$ cat src/rtl/dcwPkg.sv
package dcwPkg;
  typedef struct packed {
    logic sbPush;
    logic sbPop;
    logic fqPush;
    logic fqPop;
    logic selFlush;
  } dcwStrobes_t;
endpackage

$ cat src/rtl/dcwDatapath.sv
module dcwDatapath
  import dcwPkg::*;
#(
  parameter int AW = 12,
  parameter int DW = 32,
  parameter int SB_DEPTH = 3,
  parameter int FQ_DEPTH = 2,
  parameter int LINE_WORDS = 8
) (
  input  logic                     clk,
  input  logic                     rstN,
  input  dcwStrobes_t              strb,
  input  logic [$clog2(LINE_WORDS)-1:0] wordIdx,
  input  logic [AW-1:0]            stAddr,
  input  logic [DW-1:0]            stData,
  input  logic                     stWt,
  input  logic                     ldReq,
  input  logic [AW-1:0]            ldAddr,
  output logic                     ldFwdHit,
  output logic [DW-1:0]            ldFwdData,
  input  logic [AW-$clog2(LINE_WORDS)-1:0] evictLine,
  input  logic [LINE_WORDS*DW-1:0] evictData,
  output logic                     sbFull,
  output logic                     sbHeadValid,
  output logic                     headWt,
  output logic [AW-1:0]            headAddr,
  output logic [DW-1:0]            headData,
  output logic                     fqFull,
  output logic                     fqHeadValid,
  output logic [AW-$clog2(LINE_WORDS)-1:0] fqHeadLine,
  output logic [AW-1:0]            memWrAddr,
  output logic [DW-1:0]            memWrData
);
  localparam int LWB = $clog2(LINE_WORDS);
  localparam int LAW = AW - LWB;
  localparam int SBP = (SB_DEPTH > 1) ? $clog2(SB_DEPTH) : 1;
  localparam int FQP = (FQ_DEPTH > 1) ? $clog2(FQ_DEPTH) : 1;

  logic [AW-1:0]            sbAddr [SB_DEPTH];
  logic [DW-1:0]            sbData [SB_DEPTH];
  logic [SB_DEPTH-1:0]      sbWtBits;
  logic [SB_DEPTH-1:0]      sbVld;
  logic [SBP-1:0]           sbWr, sbRd;

  logic [LAW-1:0]           fqLine  [FQ_DEPTH];
  logic [LINE_WORDS*DW-1:0] fqWords [FQ_DEPTH];
  logic [FQ_DEPTH-1:0]      fqVld;
  logic [FQP-1:0]           fqWr, fqRd;

  function automatic logic [SBP-1:0] sbNext(input logic [SBP-1:0] p);
    return (p == SBP'(SB_DEPTH - 1)) ? '0 : p + 1'b1;
  endfunction

  function automatic logic [FQP-1:0] fqNext(input logic [FQP-1:0] p);
    return (p == FQP'(FQ_DEPTH - 1)) ? '0 : p + 1'b1;
  endfunction

  // store buffer occupancy and pointers
  always_ff @(posedge clk or negedge rstN) begin
    if (!rstN) begin
      sbVld <= '0;
      sbWr  <= '0;
      sbRd  <= '0;
    end else begin
      if (strb.sbPush) begin
        sbVld[sbWr] <= 1'b1;
        sbWr        <= sbNext(sbWr);
      end
      if (strb.sbPop) begin
        sbVld[sbRd] <= 1'b0;
        sbRd        <= sbNext(sbRd);
      end
    end
  end

  always_ff @(posedge clk) begin
    if (strb.sbPush) begin
      sbAddr[sbWr]   <= stAddr;
      sbData[sbWr]   <= stData;
      sbWtBits[sbWr] <= stWt;
    end
  end

  // flush queue occupancy and pointers
  always_ff @(posedge clk or negedge rstN) begin
    if (!rstN) begin
      fqVld <= '0;
      fqWr  <= '0;
      fqRd  <= '0;
    end else begin
      if (strb.fqPush) begin
        fqVld[fqWr] <= 1'b1;
        fqWr        <= fqNext(fqWr);
      end
      if (strb.fqPop) begin
        fqVld[fqRd] <= 1'b0;
        fqRd        <= fqNext(fqRd);
      end
    end
  end

  always_ff @(posedge clk) begin
    if (strb.fqPush) begin
      fqLine[fqWr]  <= evictLine;
      fqWords[fqWr] <= evictData;
    end
  end

  assign sbFull      = &sbVld;
  assign sbHeadValid = sbVld[sbRd];
  assign headWt      = sbWtBits[sbRd];
  assign headAddr    = sbAddr[sbRd];
  assign headData    = sbData[sbRd];
  assign fqFull      = &fqVld;
  assign fqHeadValid = fqVld[fqRd];
  assign fqHeadLine  = fqLine[fqRd];

  // forwarding: walk from oldest to newest, the last match wins
  always_comb begin
    logic [SBP:0]   sum;
    logic [SBP-1:0] idx;
    ldFwdHit  = 1'b0;
    ldFwdData = '0;
    for (int i = 0; i < SB_DEPTH; i++) begin
      sum = {1'b0, sbRd} + (SBP + 1)'(i);
      idx = (sum >= (SBP + 1)'(SB_DEPTH)) ? SBP'(sum - (SBP + 1)'(SB_DEPTH)) : SBP'(sum);
      if (ldReq && sbVld[idx] && (sbAddr[idx] == ldAddr)) begin
        ldFwdHit  = 1'b1;
        ldFwdData = sbData[idx];
      end
    end
  end

  // memory port mux between the flush beat and the oldest store
  always_comb begin
    if (strb.selFlush) begin
      memWrAddr = {fqLine[fqRd], wordIdx};
      memWrData = fqWords[fqRd][wordIdx * DW +: DW];
    end else begin
      memWrAddr = sbAddr[sbRd];
      memWrData = sbData[sbRd];
    end
  end

  assert_sb_no_overwrite_R1: assert property (@(posedge clk) disable iff (!rstN)
    strb.sbPush |-> !sbVld[sbWr]);
  assert_sb_pop_valid_R2: assert property (@(posedge clk) disable iff (!rstN)
    strb.sbPop |-> sbVld[sbRd]);
  assert_fq_no_overwrite_R7: assert property (@(posedge clk) disable iff (!rstN)
    strb.fqPush |-> !fqVld[fqWr]);
endmodule

$ cat src/rtl/dcwControl.sv
module dcwControl
  import dcwPkg::*;
#(
  parameter int LINE_WORDS = 8
) (
  input  logic        clk,
  input  logic        rstN,
  input  logic        stReq,
  input  logic        evictReq,
  input  logic        arrBusy,
  input  logic        arrHit,
  input  logic        memWrReady,
  input  logic        sbFull,
  input  logic        sbHeadValid,
  input  logic        headWt,
  input  logic        fqFull,
  input  logic        fqHeadValid,
  output dcwStrobes_t strb,
  output logic [$clog2(LINE_WORDS)-1:0] wordIdx,
  output logic        stall,
  output logic        evictAck,
  output logic        arrWrEn,
  output logic        arrSetDirty,
  output logic        arrClrDirty,
  output logic        memWrValid,
  output logic        memWrLast
);
  localparam int LWB = $clog2(LINE_WORDS);

  logic burstLock;
  logic storeNeedsMem, storeWantsMem, flushOwns, storeMemOk;
  logic flushBeat, lastBeat;

  assign stall    = sbFull;
  assign evictAck = evictReq && !fqFull;

  assign storeNeedsMem = headWt || !arrHit;
  assign storeWantsMem = sbHeadValid && storeNeedsMem && !arrBusy;
  // a started burst keeps the port; otherwise a waiting store goes first
  assign flushOwns     = fqHeadValid && (burstLock || !storeWantsMem);
  assign storeMemOk    = storeNeedsMem ? (!flushOwns && memWrReady) : 1'b1;

  assign memWrValid = flushOwns || storeWantsMem;
  assign memWrLast  = flushOwns && (wordIdx == LWB'(LINE_WORDS - 1));
  assign flushBeat  = flushOwns && memWrReady;
  assign lastBeat   = flushBeat && memWrLast;

  always_comb begin
    strb          = '0;
    strb.sbPush   = stReq && !sbFull;
    strb.sbPop    = sbHeadValid && !arrBusy && storeMemOk;
    strb.fqPush   = evictAck;
    strb.fqPop    = lastBeat;
    strb.selFlush = flushOwns;
  end

  assign arrWrEn     = strb.sbPop && arrHit;
  assign arrSetDirty = arrWrEn && !headWt;
  assign arrClrDirty = lastBeat;

  always_ff @(posedge clk or negedge rstN) begin
    if (!rstN) begin
      wordIdx   <= '0;
      burstLock <= 1'b0;
    end else begin
      if (lastBeat)       wordIdx <= '0;
      else if (flushBeat) wordIdx <= wordIdx + 1'b1;
      burstLock <= flushOwns && !lastBeat;
    end
  end

  assert_array_quiet_when_busy_R2: assert property (@(posedge clk) disable iff (!rstN)
    arrBusy |-> !arrWrEn);
  assert_burst_keeps_port_R9: assert property (@(posedge clk) disable iff (!rstN)
    (flushOwns && !lastBeat) |=> flushOwns);
endmodule

$ cat src/rtl/dcWriteCtl.sv
module dcWriteCtl
  import dcwPkg::*;
#(
  parameter int AW = 12,
  parameter int DW = 32,
  parameter int SB_DEPTH = 3,
  parameter int FQ_DEPTH = 2,
  parameter int LINE_WORDS = 8
) (
  input  logic                     clk,
  input  logic                     rstN,
  input  logic                     stReq,
  input  logic [AW-1:0]            stAddr,
  input  logic [DW-1:0]            stData,
  input  logic                     stWt,
  output logic                     stall,
  input  logic                     ldReq,
  input  logic [AW-1:0]            ldAddr,
  output logic                     ldFwdHit,
  output logic [DW-1:0]            ldFwdData,
  input  logic                     arrBusy,
  input  logic                     arrHit,
  output logic [AW-1:0]            arrAddr,
  output logic                     arrWrEn,
  output logic [DW-1:0]            arrWrData,
  output logic                     arrSetDirty,
  output logic                     arrClrDirty,
  output logic [AW-$clog2(LINE_WORDS)-1:0] arrClrLine,
  input  logic                     evictReq,
  input  logic [AW-$clog2(LINE_WORDS)-1:0] evictLine,
  input  logic [LINE_WORDS*DW-1:0] evictData,
  output logic                     evictAck,
  output logic                     evictFull,
  output logic                     memWrValid,
  input  logic                     memWrReady,
  output logic [AW-1:0]            memWrAddr,
  output logic [DW-1:0]            memWrData,
  output logic                     memWrLast
);
  localparam int LWB = $clog2(LINE_WORDS);

  dcwStrobes_t    strb;
  logic [LWB-1:0] wordIdx;
  logic sbFull, sbHeadValid, headWt, fqHeadValid;

  dcwDatapath #(
    .AW(AW), .DW(DW), .SB_DEPTH(SB_DEPTH), .FQ_DEPTH(FQ_DEPTH), .LINE_WORDS(LINE_WORDS)
  ) uDp (
    .clk(clk), .rstN(rstN), .strb(strb), .wordIdx(wordIdx),
    .stAddr(stAddr), .stData(stData), .stWt(stWt),
    .ldReq(ldReq), .ldAddr(ldAddr), .ldFwdHit(ldFwdHit), .ldFwdData(ldFwdData),
    .evictLine(evictLine), .evictData(evictData),
    .sbFull(sbFull), .sbHeadValid(sbHeadValid), .headWt(headWt),
    .headAddr(arrAddr), .headData(arrWrData),
    .fqFull(evictFull), .fqHeadValid(fqHeadValid), .fqHeadLine(arrClrLine),
    .memWrAddr(memWrAddr), .memWrData(memWrData)
  );

  dcwControl #(.LINE_WORDS(LINE_WORDS)) uCtl (
    .clk(clk), .rstN(rstN), .stReq(stReq), .evictReq(evictReq),
    .arrBusy(arrBusy), .arrHit(arrHit), .memWrReady(memWrReady),
    .sbFull(sbFull), .sbHeadValid(sbHeadValid), .headWt(headWt),
    .fqFull(evictFull), .fqHeadValid(fqHeadValid),
    .strb(strb), .wordIdx(wordIdx), .stall(stall), .evictAck(evictAck),
    .arrWrEn(arrWrEn), .arrSetDirty(arrSetDirty), .arrClrDirty(arrClrDirty),
    .memWrValid(memWrValid), .memWrLast(memWrLast)
  );

  assert_flush_hold_R10: assert property (@(posedge clk) disable iff (!rstN)
    (memWrValid && strb.selFlush && !memWrReady)
      |=> (memWrValid && $stable(memWrAddr) && $stable(memWrData)));
  assert_clear_on_last_R8: assert property (@(posedge clk) disable iff (!rstN)
    arrClrDirty |-> (memWrValid && memWrReady && memWrLast));
  assert_dirty_needs_write_R4: assert property (@(posedge clk) disable iff (!rstN)
    arrSetDirty |-> (arrWrEn && !arrBusy));
endmodule

$ cat config.mk
export PLATFORM = sky130hd
export DESIGN_NAME = dcWriteCtl
export DESIGN_NICKNAME = d
export VERILOG_FILES = /design/src/rtl/dcwPkg.sv /design/src/rtl/dcwDatapath.sv /design/src/rtl/dcwControl.sv /design/src/rtl/dcWriteCtl.sv
export SDC_FILE = /design/constraint.sdc
export NUM_CORES = 1
export LEC_CHECK = 0
export ABC_AREA = 1
export BUFFER_PORTS_ARGS = -buffer_cell sky130_fd_sc_hd__buf_4
export CAP_MARGIN = 10
export CELL_PAD_IN_SITES_DETAIL_PLACEMENT = 1
export CELL_PAD_IN_SITES_GLOBAL_PLACEMENT = 2
export CORE_MARGIN = 2
export CORE_UTILIZATION = 33
export CTS_CLUSTER_SIZE = 25
export DETAILED_ROUTE_END_ITERATION = 8
export GPL_ROUTABILITY_DRIVEN = 0
export PLACE_DENSITY_LB_ADDON = 0.1
export SLEW_MARGIN = 20
export SYNTH_ARGS = -nofsm -noshare
export SYNTH_HDL_FRONTEND = slang
export SYNTH_SLANG_ARGS = --single-unit
$ cat constraint.sdc
create_clock -name clk -period 29.8 [get_ports clk]
set_clock_uncertainty 0.05 [all_clocks]
set_input_delay 2.98 -clock clk [delete_from_list [all_inputs] [get_ports clk]]
set_output_delay 2.98 -clock clk [all_outputs]
set_load 0.05 [all_outputs]
==> results of run 1 <==
worst paths after layout:
| path | start | end | slack [ns] | depth (start not counted) |
|---|---|---|---|---|
| worst max-delay path | uDp.sbRd[0] | ldFwdData[31] | 20.76 | 16 |
| worst min-delay path | uDp.fqVld[1] | uDp.fqVld[1] | 0.54 | 2 |
| worst max register to register | uDp.fqRd | uDp.sbRd[0] | 25.81 | 8 |
| worst min register to register | uDp.fqVld[1] | uDp.fqVld[1] | 0.54 | 2 |
| max in group asynchronous | rstN | uDp.fqRd | 27.30 | 1 |
| min in group asynchronous | rstN | uDp.fqWr | 2.16 | 1 |
registers in the layout, summed over array words and instances (netlist names):
register / flops
uDp.fqRd: 1
uDp.fqLine: 18
uDp.sbWtBits: 3
uDp.sbWr: 2
uDp.sbRd: 2
uDp.sbAddr: 36
uDp.sbData: 96
uCtl.burstLock: 1
uDp.fqVld: 2
uDp.fqWr: 1
uCtl.wordIdx: 3
uDp.sbVld: 3
uDp.fqWords: 512
area by class of cell:
| cell class | count | area (µm²) |
|---|---|---|
| diodes | 14 | 35.0 |
| clock buffers | 102 | 2230 |
| clock inverters | 46 | 405 |
| fillers | 10400 | 56000 |
| inverters | 175 | 673 |
| multi-input cells | 2006 | 9470 |
| flip-flops and latches | 680 | 20400 |
| well taps | 1265 | 1580 |
| repair buffers | 512 | 3880 |
cell usage in the layout (no fill, tap or decap), drive strengths merged, types with 66 or more instances in the layout:
cell    count
nand3     174
buf       512
edfxtp    665
clkbuf    102
a21oi     144
nor2      346
o22ai      66
inv       174
o21ai     580
nand2     575
cell families after synthesis:
| family | count (synthesis) | share of synthesized area |
|---|---|---|
| simple gates | 1101 | 0.140 |
| buf+inv | 391 | 0.0523 |
| compound gates | 898 | 0.157 |
| flops | 680 | 0.648 |
| fa+ha+maj | 7 | 0.00279 |
worst reg2reg max path: stages (launching register included):
cell and delay [ns]:
dfrtp_4 0.91, buf_4 0.74, buf_4 0.74, o21ai_0 0.30
nand2_1 0.17, buf_4 0.42, nand2_1 0.15, nand2_1 0.22
o21ai_0 0.14
where the power goes:
group / internal (W) / switching, W
combinational: 0.000563 / 0.00166
clock: 0.000568 / 0.000413
sequential: 0.00125 / 0.0000937
metrics by stage:
step | instance area, µm² | total power (W) | worst slack, ns | util | std cells
floorplan | 31400 | 0.00279 | 14.75 | - | 3077
global route | 38600 | 0.00481 | 20.26 | 0.408 | 4797
CTS | 38600 | 0.00461 | 20.55 | 0.408 | 4785
global placement | 35900 | 0.00358 | 21.04 | 0.380 | 4637
finish | 38600 | 0.00455 | 20.76 | 0.408 | 4800
detailed placement | 35900 | 0.00362 | 20.99 | 0.380 | 4637
per-layer routing:
metal / GRT usage / part of all wire
met2: 0.418 / 0.50
met5: 0 / 0.0029
met3: 0.0677 / 0.070
met4: 0.0672 / 0.025
met1: 0.292 / 0.40
cells in the mapped netlist (all sizes together):
cell type,number
o21a,28
o221ai,45
nand3,174
a21boi,3
nor2,346
ha,7
buf,87
clkbuf,129
clkinv,1
nand2,575
nand3b,1
o21bai,1
a21oi,144
o22ai,66
edfxtp,665
or2,1
o211ai,14
o21ai,580
o22a,17
dfrtp,15
nor3,4
inv,174
==> metrics, run 1 <==
drt total wl=120 mm; Post-CTS Setup Inserts=0; final hold violations=0; final setup TNS=0 ns; VDD IR-drop max=roughly 0.076 mV; root buffer cell=clkbuf_16; Final #Nets=roughly 3800; Area contributors post-synth=edfxtp_1 (64%), o21ai_0 (8.5%), nand2_1 (6.9%); vias=25000; CP Max Fanout=56; Critical Path AT=around 6 ns; Layout area overhead=23.1%; CP endpoint kind=primary output; die area=97600 µm²; I/O Pins=roughly 470; syn nets=3414; post-DP HPWL=roughly 80 mm; Via density=approximately 5.2; CTS Hold Bufs=0; RSZ-0062 raised after global routing=false; cell seen most often among critical-path stages=nand2_1; worst-path cell chain=inv_2 > buf_4 > ha_4 > inv_4 > nand2_1 > nand2_1 > nand2_1 > nand2_1 > nor2_1 > nand2_1 > nor2_1 > nand2_2 > inv_2 > o21ai_0 > nand2_1 > buf_4; top-area cell type share of the netlist area=0.636; largest net degree at the start of global routing=about 150; antenna viol nets, final=0; crit path time final=about 9.0 ns; Worst-Skew Late Latency=~0.65 ns; Worst Path Required=about 27 ns; proportion of layout cells with a drive suffix above 1=0.188; Mapped Area=approximately 31000 µm²; Chip Height=around 310 µm; I/O Buffers=between 400 and 500; hold_ws=~0.54 ns; sequential area share after synthesis=0.648; largest stage delay on the critical path=0.79 ns; First-pass DRT Iterations=5; post-route clock period utilization=0.303; vias in the first global route=26200; f_max=~0.11 GHz; status=finished, final reports clean; Starting Density=0.332; Final Setup Violations=0; Buf/Inv on CP=5; max_cap viols=0; post-synth cell types=32; critical path class=reg -> out; Leak Pwr=approximately 15 nW; Worst setup SP type=register; delay-heaviest family, CP=buffers and inverters; Worst-Margin Slew=about 1.4 ns; Die X=about 310 µm; clock transition at the registers of the reported paths=approximately 0.06 ns; Slew headroom=0.0901; mean routed wirelength per cell=approximately 25 µm; initial antenna violation count=47; first-pass GRT wire length=roughly 170 mm; gr ovfl total=0; CTS Buffer Depth=3; area of the core=between 90000 and 100000 µm²; Post-CTS Resized=0; Synth area leader=edfxtp_1; clk sinks=680; Crit-path slowest cell=inv_2; fin. max-slew vios=0; CTS tree=yes; Post-Syn Instances=between 3000 and 4000; std cell rows=between 100 and 150; maximum level of the CTS H-tree=3; Synth Register Bits=slightly below 700; DRT iter0 DRCs=1786; Hold Path Class=reg -> reg; Inserted Clock Buffers=84; Mapped Avg Cell Area=10.2 µm²; PD cells=around 120 nW/µm²; Yosys Warn Count=0; total track usage=0.241; drt drc=0
Note: power is estimated with default switching activity, not from simulation.
==> inputs of run 2 (changes only) <==
==> constraint.sdc (replaced) <==
create_clock -name clk -period 7.5 [get_ports clk]
set_clock_uncertainty 0.05 [all_clocks]
set_input_delay 0.75 -clock clk [delete_from_list [all_inputs] [get_ports clk]]
set_output_delay 0.75 -clock clk [all_outputs]
set_load 0.05 [all_outputs]
==> run 2 against run 1 <==
  * Flip-flop and latch count is the same
  * Total power grew to 4.0 times the previous value
  * Wire length shrank 0.46%
  * Via count grew 0.18%
  * Critical path type unchanged
  * Largest cell class unchanged
==> metrics, run 2 (synthesis results as in run 1) <==
Die X=312 µm; maximum level of the CTS H-tree=3; vias=25100; PnR worst setup slack=between 1.5 and 2 ns; CTS Buffer Depth=3; antenna viol nets, final=0; first-pass GRT wire length=about 170 mm; Inserted Clock Buffers=82; RSZ-0062 raised after global routing=false; Worst Path Required=~6.7 ns; clock transition at the registers of the reported paths=approximately 0.060 ns; crit path time final=about 6 ns; dpl ws=~2.2 ns; Sequential Area=20400 µm²; CTS Hold Bufs=1; area of the core=roughly 95000 µm²; First-pass DRT Iterations=5; Largest Register=uDp.fqWords; gr ovfl total=0; DRT iter0 DRCs=roughly 1500; max layer used=met5; PD cells=roughly 470 nW/µm²; Multi-input gate area=roughly 9500 µm²; fillers=between 10000 and 15000; total track usage=0.239; status=finished, final reports clean; initial antenna violation count=35; CP endpoint kind=primary output; Post-CTS Resized=0; CTS tree=yes; routed metal-1 wire length=roughly 48 mm; drt total wl=between 100 and 150 mm; fin. max-slew vios=0; Leak Pwr=roughly 15 nW; Hold Path Class=in -> reg; post-route clock period utilization=0.788; vias in the first global route=between 20000 and 30000; clk sinks=between 600 and 700; Chip Height=about 310 µm; final hold violations=0; WL met2=roughly 60 mm; I/O Pins=468; Final Setup Violations=0; VDD IR-drop max=between 0.2 and 0.3 mV; f_max=around 0.17 GHz; most common cell after layout, fill and taps aside=edfxtp_1; Layout Utilization=0.409; proportion of layout cells with a drive suffix above 1=0.184; Starting Density=0.332; Via density=~5.2; largest net degree at the start of global routing=about 170; root buffer cell=clkbuf_16; std cell rows=roughly 110; die area=about 98000 µm²; wire length on met3=roughly 8 mm; Slew headroom=0.204; post-DP HPWL=between 70 and 80 mm; I/O Buffers=approximately 470; Post-CTS Setup Inserts=0; max FFs per register=512; commonest cells after routing, fill and taps aside=edfxtp_1 (665), nand2_1 (573), o21ai_0 (534); Worst setup SP type=register; drt drc=0; Worst-Skew Late Latency=0.64 ns; CP Max Fanout=70; mean routed wirelength per cell=24.9 µm; leading registers by flop count=uDp.fqWords (512), uDp.sbData (96), uDp.sbAddr (36); Critical Path AT=between 5 and 6 ns; max_cap viols=0; Final #Nets=around 3800; critical path class=reg -> out; Layout area overhead=23.2%; Worst-Margin Slew=roughly 1.2 ns; final setup TNS=0 ns
run 2: area by class of cell:
class | count | share of cell area
Tap cell | 1265 | 0.0409
Multi-Input combinational cell | 2006 | 0.245
Clock buffer | 108 | 0.0580
Sequential cell | 680 | 0.526
Clock inverter | 41 | 0.0127
Inverter | 175 | 0.0174
Timing Repair Buffer | 499 | 0.0991
Antenna cell | 10 | 0.000647
run 2: path summary, 6_finish.rpt:
check                              start                   to  slack, ns  depth (start not counted)
setup reg to reg            uDp.fqVld[1]  uDp.fqWords[0][148]       4.66                          5
setup / recovery             uDp.sbRd[1]        ldFwdData[20]       1.59                         16
hold reg to reg                 uDp.fqWr             uDp.fqWr       0.54                          2
min in group asynchronous           rstN             uDp.fqWr       0.48                          2
max in group asynchronous           rstN             uDp.fqRd       6.67                          2
hold / removal             evictData[53]   uDp.fqWords[0][53]       0.23                          1
run 2: routing by layer:
| metal | vias to the layer above | track usage |
|---|---|---|
| met4 | 46 | 0.0715 |
| met3 | 186 | 0.0632 |
| met1 | 12600 | 0.290 |
| met5 | - | 0 |
| li1 | 11600 | - |
| met2 | 633 | 0.414 |
run 2: worst max-delay path: stages, from the launching register on:
cell and delay (ns):
dfrtp_2 0.39, inv_1 0.47, ha_4 0.72, inv_4 0.27, nand2_1 0.17, nand3_1 0.07, nand3_1 0.09, nand2_1 0.06
nor2_1 0.16, nand2_1 0.16, nor2_4 0.10, buf_4 0.41, nand2_2 0.62, nand2_1 0.25, nand2_1 0.15, nand2_1 0.09
buf_4 0.19
run 2: power breakdown:
group          total (W)  leakage, nW  switching [W]  internal (W)
logic            0.00875         7.19        0.00655       0.00221
clock network    0.00403         1.33        0.00161       0.00242
registers        0.00530         6.24       0.000330       0.00497
run 2: metrics by stage:
step                total power (W)  hold slack [ns]  cell area (µm²)  instances
floorplan                    0.0109            0.404            31400       3077
global placement             0.0141            0.504            35900       4623
detailed placement           0.0142            0.516            35900       4623
CTS                          0.0183            0.181            38600       4773
global route                 0.0191            0.190            38700       4783
finish                       0.0181            0.230            38700       4784
==> inputs of run 3 (changes only) <==
--- a/config.mk
+++ b/config.mk
@@ -5,7 +5,7 @@
 export SDC_FILE = /design/constraint.sdc
 export NUM_CORES = 1
 export LEC_CHECK = 0
-export ABC_AREA = 1
+export ABC_AREA = 0
 export BUFFER_PORTS_ARGS = -buffer_cell sky130_fd_sc_hd__buf_4
 export CAP_MARGIN = 10
 export CELL_PAD_IN_SITES_DETAIL_PLACEMENT = 1
==> constraint.sdc (replaced) <==
create_clock -name clk -period 4.9 [get_ports clk]
set_clock_uncertainty 0.05 [all_clocks]
set_input_delay 0.49 -clock clk [delete_from_list [all_inputs] [get_ports clk]]
set_output_delay 0.49 -clock clk [all_outputs]
set_load 0.05 [all_outputs]
==> run 3 against run 2 <==
  * Final cell count is 19% lower
  * Highest routed layer unchanged
  * Global-route usage is 3.4 points lower
  * Setup slack worse by 1.4 ns
  * Critical path type unchanged
  * Wire length is 18% lower
  * Via count is 22% lower
  * Non-clock buffer count is 341 higher
  * Combinational power is 38% higher
  * Register-to-register slack worse by 3.0 ns
  * First-iteration DRC count is 31% lower
  * Count of clock-buffer cells in the layout is 9 lower
  * Design area is 7.0% higher
  * Total power is 44% higher
==> metrics, run 3 <==
status=finished, final reports clean; I/O Pins=approximately 470; CTS Buffer Depth=3; Post-Syn Instances=approximately 1800; total track usage=0.205; std cell rows=between 100 and 150; vias in the first global route=~22000; Leak Pwr=between 10 and 15 nW; post-route clock period utilization=0.955; hold depth=3; PD cells=roughly 630 nW/µm²; Yosys Warn Count=0; post-synth cell types=56; maximum level of the CTS H-tree=3; most common cell after layout, fill and taps aside=edfxtp_1; Worst setup SP type=register; switching power=between 0.01 and 0.015 W; die area=about 95000 µm²; gr ovfl total=0; Layout area overhead=36.1%; Flop pwr share=0.308; post-DP HPWL=around 66 mm; initial antenna violation count=11; Gate power share=0.465; Chip Height=approximately 300 µm; top-area cell type share of the netlist area=0.657; Die X=approximately 310 µm; hold_ws=between 0.1 and 0.15 ns; vias=a little under 20000; Mapped Area=around 30000 µm²; drt drc=0; proportion of layout cells with a drive suffix above 1=0.336; CP endpoint kind=primary output; commonest cells after routing, fill and taps aside=edfxtp_1 (665), buf_4 (510), dlygate4sd3_1 (312); syn nets=~2100; crit path time final=between 4 and 5 ns; Mapped Avg Cell Area=between 15 and 20 µm²; antenna viol nets, final=0; sequential area share after synthesis=0.669; Post-synth EDFFs=~670; final hold violations=0; root buffer cell=clkbuf_16; Area contributors post-synth=edfxtp_1 (66%), mux4_2 (11%), mux2i_1 (6.3%); Synth Register Bits=slightly below 700; critical path class=reg -> out; clock power share=0.227; area of the core=~90000 µm²; Worst-Margin Slew=between 0.9 and 1 ns; r2r worst-path depth=8; fillers=8952; Main synth FF type=edfxtp_1; CP Max Fanout=20; first-pass GRT wire length=around 140 mm; Post-synth top cells=edfxtp_1 (665), mux2i_1 (192), mux4_2 (147); largest net degree at the start of global routing=73; total power=0.0260 W; Via density=about 5.1; Sw Share=0.409; VDD IR-drop max=around 0.45 mV; Largest Register=uDp.fqWords; max FFs per register=between 500 and 600; Final Setup Violations=0; DRT iter0 DRCs=slightly above 1000; Worst-Skew Late Latency=about 0.64 ns; Critical Path AT=between 4 and 5 ns; CTS tree=yes; Hold Path Class=in -> reg; Slew headroom=0.327; Async S/R FF share, synth=0.0221; clock transition at the registers of the reported paths=around 0.060 ns; I/O Buffers=between 400 and 500; leading registers by flop count=uDp.fqWords (512), uDp.sbData (96), uDp.sbAddr (36); top-count cell post-synth=edfxtp_1; Worst Path Required=approximately 4.4 ns; f_max=roughly 0.21 GHz; Pint=~0.015 W; Final #Nets=about 2900; Inserted Clock Buffers=82; drt total wl=97.4 mm; First-pass DRT Iterations=4; Starting Density=0.332; clk sinks=680; mean routed wirelength per cell=between 20 and 30 µm; max_cap viols=0; Synth area leader=edfxtp_1; fin. max-slew vios=0
-- run 3: changes by cell type in the layout (fill, tap and decap cells not counted), sizes merged, moves of 147 or more --
cell / previous run / this run
dlygate4sd3: 1 / 312
inv: 175 / 16
mux2i: 0 / 192
mux4: 0 / 147
nand2: 575 / 92
nand3: 174 / 15
nor2: 346 / 102
o21ai: 580 / 52
-- run 3: path summary, 6_finish.rpt --
check | start | end | slack [ns]
max | uDp.sbRd[0] | ldFwdData[31] | 0.22
max in group asynchronous | rstN | uCtl.wordIdx[1] | 4.34
min in group asynchronous | rstN | uDp.fqVld[0] | 0.23
min | evictReq | uDp.fqWr | 0.10
min reg2reg | uDp.fqVld[0] | uDp.fqVld[0] | 0.50
max reg2reg | uDp.sbRd[1] | uDp.sbRd[0] | 1.69
-- run 3: metal layers --
layer	part of all wire	wire length, µm	global-route usage
met1	0.42	41100	0.259
met4	0.020	1990	0.0541
met5	0.00021	20	0
met3	0.047	4540	0.0413
met2	0.51	49700	0.358
-- run 3: metrics by stage --
| step | worst slack (ns) | util | TNS, ns | std cells | cell area (µm²) |
|---|---|---|---|---|---|
| finish | 0.223 | 0.452 | 0 | 3859 | 41400 |
| global route | -0.00347 | 0.452 | -0.00347 | 3859 | 41400 |
| CTS | 0.0114 | 0.451 | 0 | 3845 | 41300 |
| detailed placement | 0.442 | 0.388 | 0 | 3386 | 35500 |
| global placement | 0.534 | 0.388 | 0 | 3386 | 35500 |
| floorplan | -0.0502 | - | -10.89 | 1807 | 30400 |
-- run 3: timing repair --
action,CTS,global route
gates resized for setup,3,5
setup endpoints to repair,33,46
cloned,0,0
hold buffers,312,0
pin swaps,2,1
endpoints found under the hold margin,681,0
setup buffers,2,6
-- run 3: cells by family after synthesis --
| family | synth area share |
|---|---|
| adder cells (fa/ha/maj) | 0.00288 |
| flip-flops | 0.669 |
| AND/OR/NAND/NOR | 0.0392 |
| buffers and inverters | 0.0212 |
| XOR/XNOR | 0.00691 |
| AO/OA/AOI/OAI | 0.0676 |
| multiplexers | 0.193 |
-- run 3: cell type report --
cell class / instances / area [µm²] / area share
Timing Repair Buffer: 840 / 7260 / 0.176
Multi-Input combinational cell: 987 / 9580 / 0.231
Sequential cell: 680 / 20400 / 0.492
Inverter: 14 / 52.6 / 0.00127
Antenna cell: 7 / 17.5 / 0.000423
Clock buffer: 99 / 2160 / 0.0521
Clock inverter: 46 / 470 / 0.0114
Tap cell: 1186 / 1480 / 0.0359
-- run 3: power by group through the flow --
stage / Combinational [W] / Clock, W / Sequential (W)
finish: 0.0121 / 0.00591 / 0.00801
global route: 0.0128 / 0.00628 / 0.00811
CTS: 0.0122 / 0.00609 / 0.00803
detailed placement: 0.0119 / 0 / 0.00814
global placement: 0.0118 / 0 / 0.00809
floorplan: 0.00809 / 0 / 0.00781
-- run 3: worst max-delay path, stage by stage, from the launching register on --
cell,delay [ns]
dfrtp_4,0.47
inv_1,0.24
ha_4,0.34
clkbuf_8,0.24
mux2i_1,0.22
xor2_1,0.16
o32ai_1,0.11
or3_1,0.44
or2_4,0.42
buf_4,0.30
o221ai_1,0.18
o21a_1,0.17
buf_4,0.20
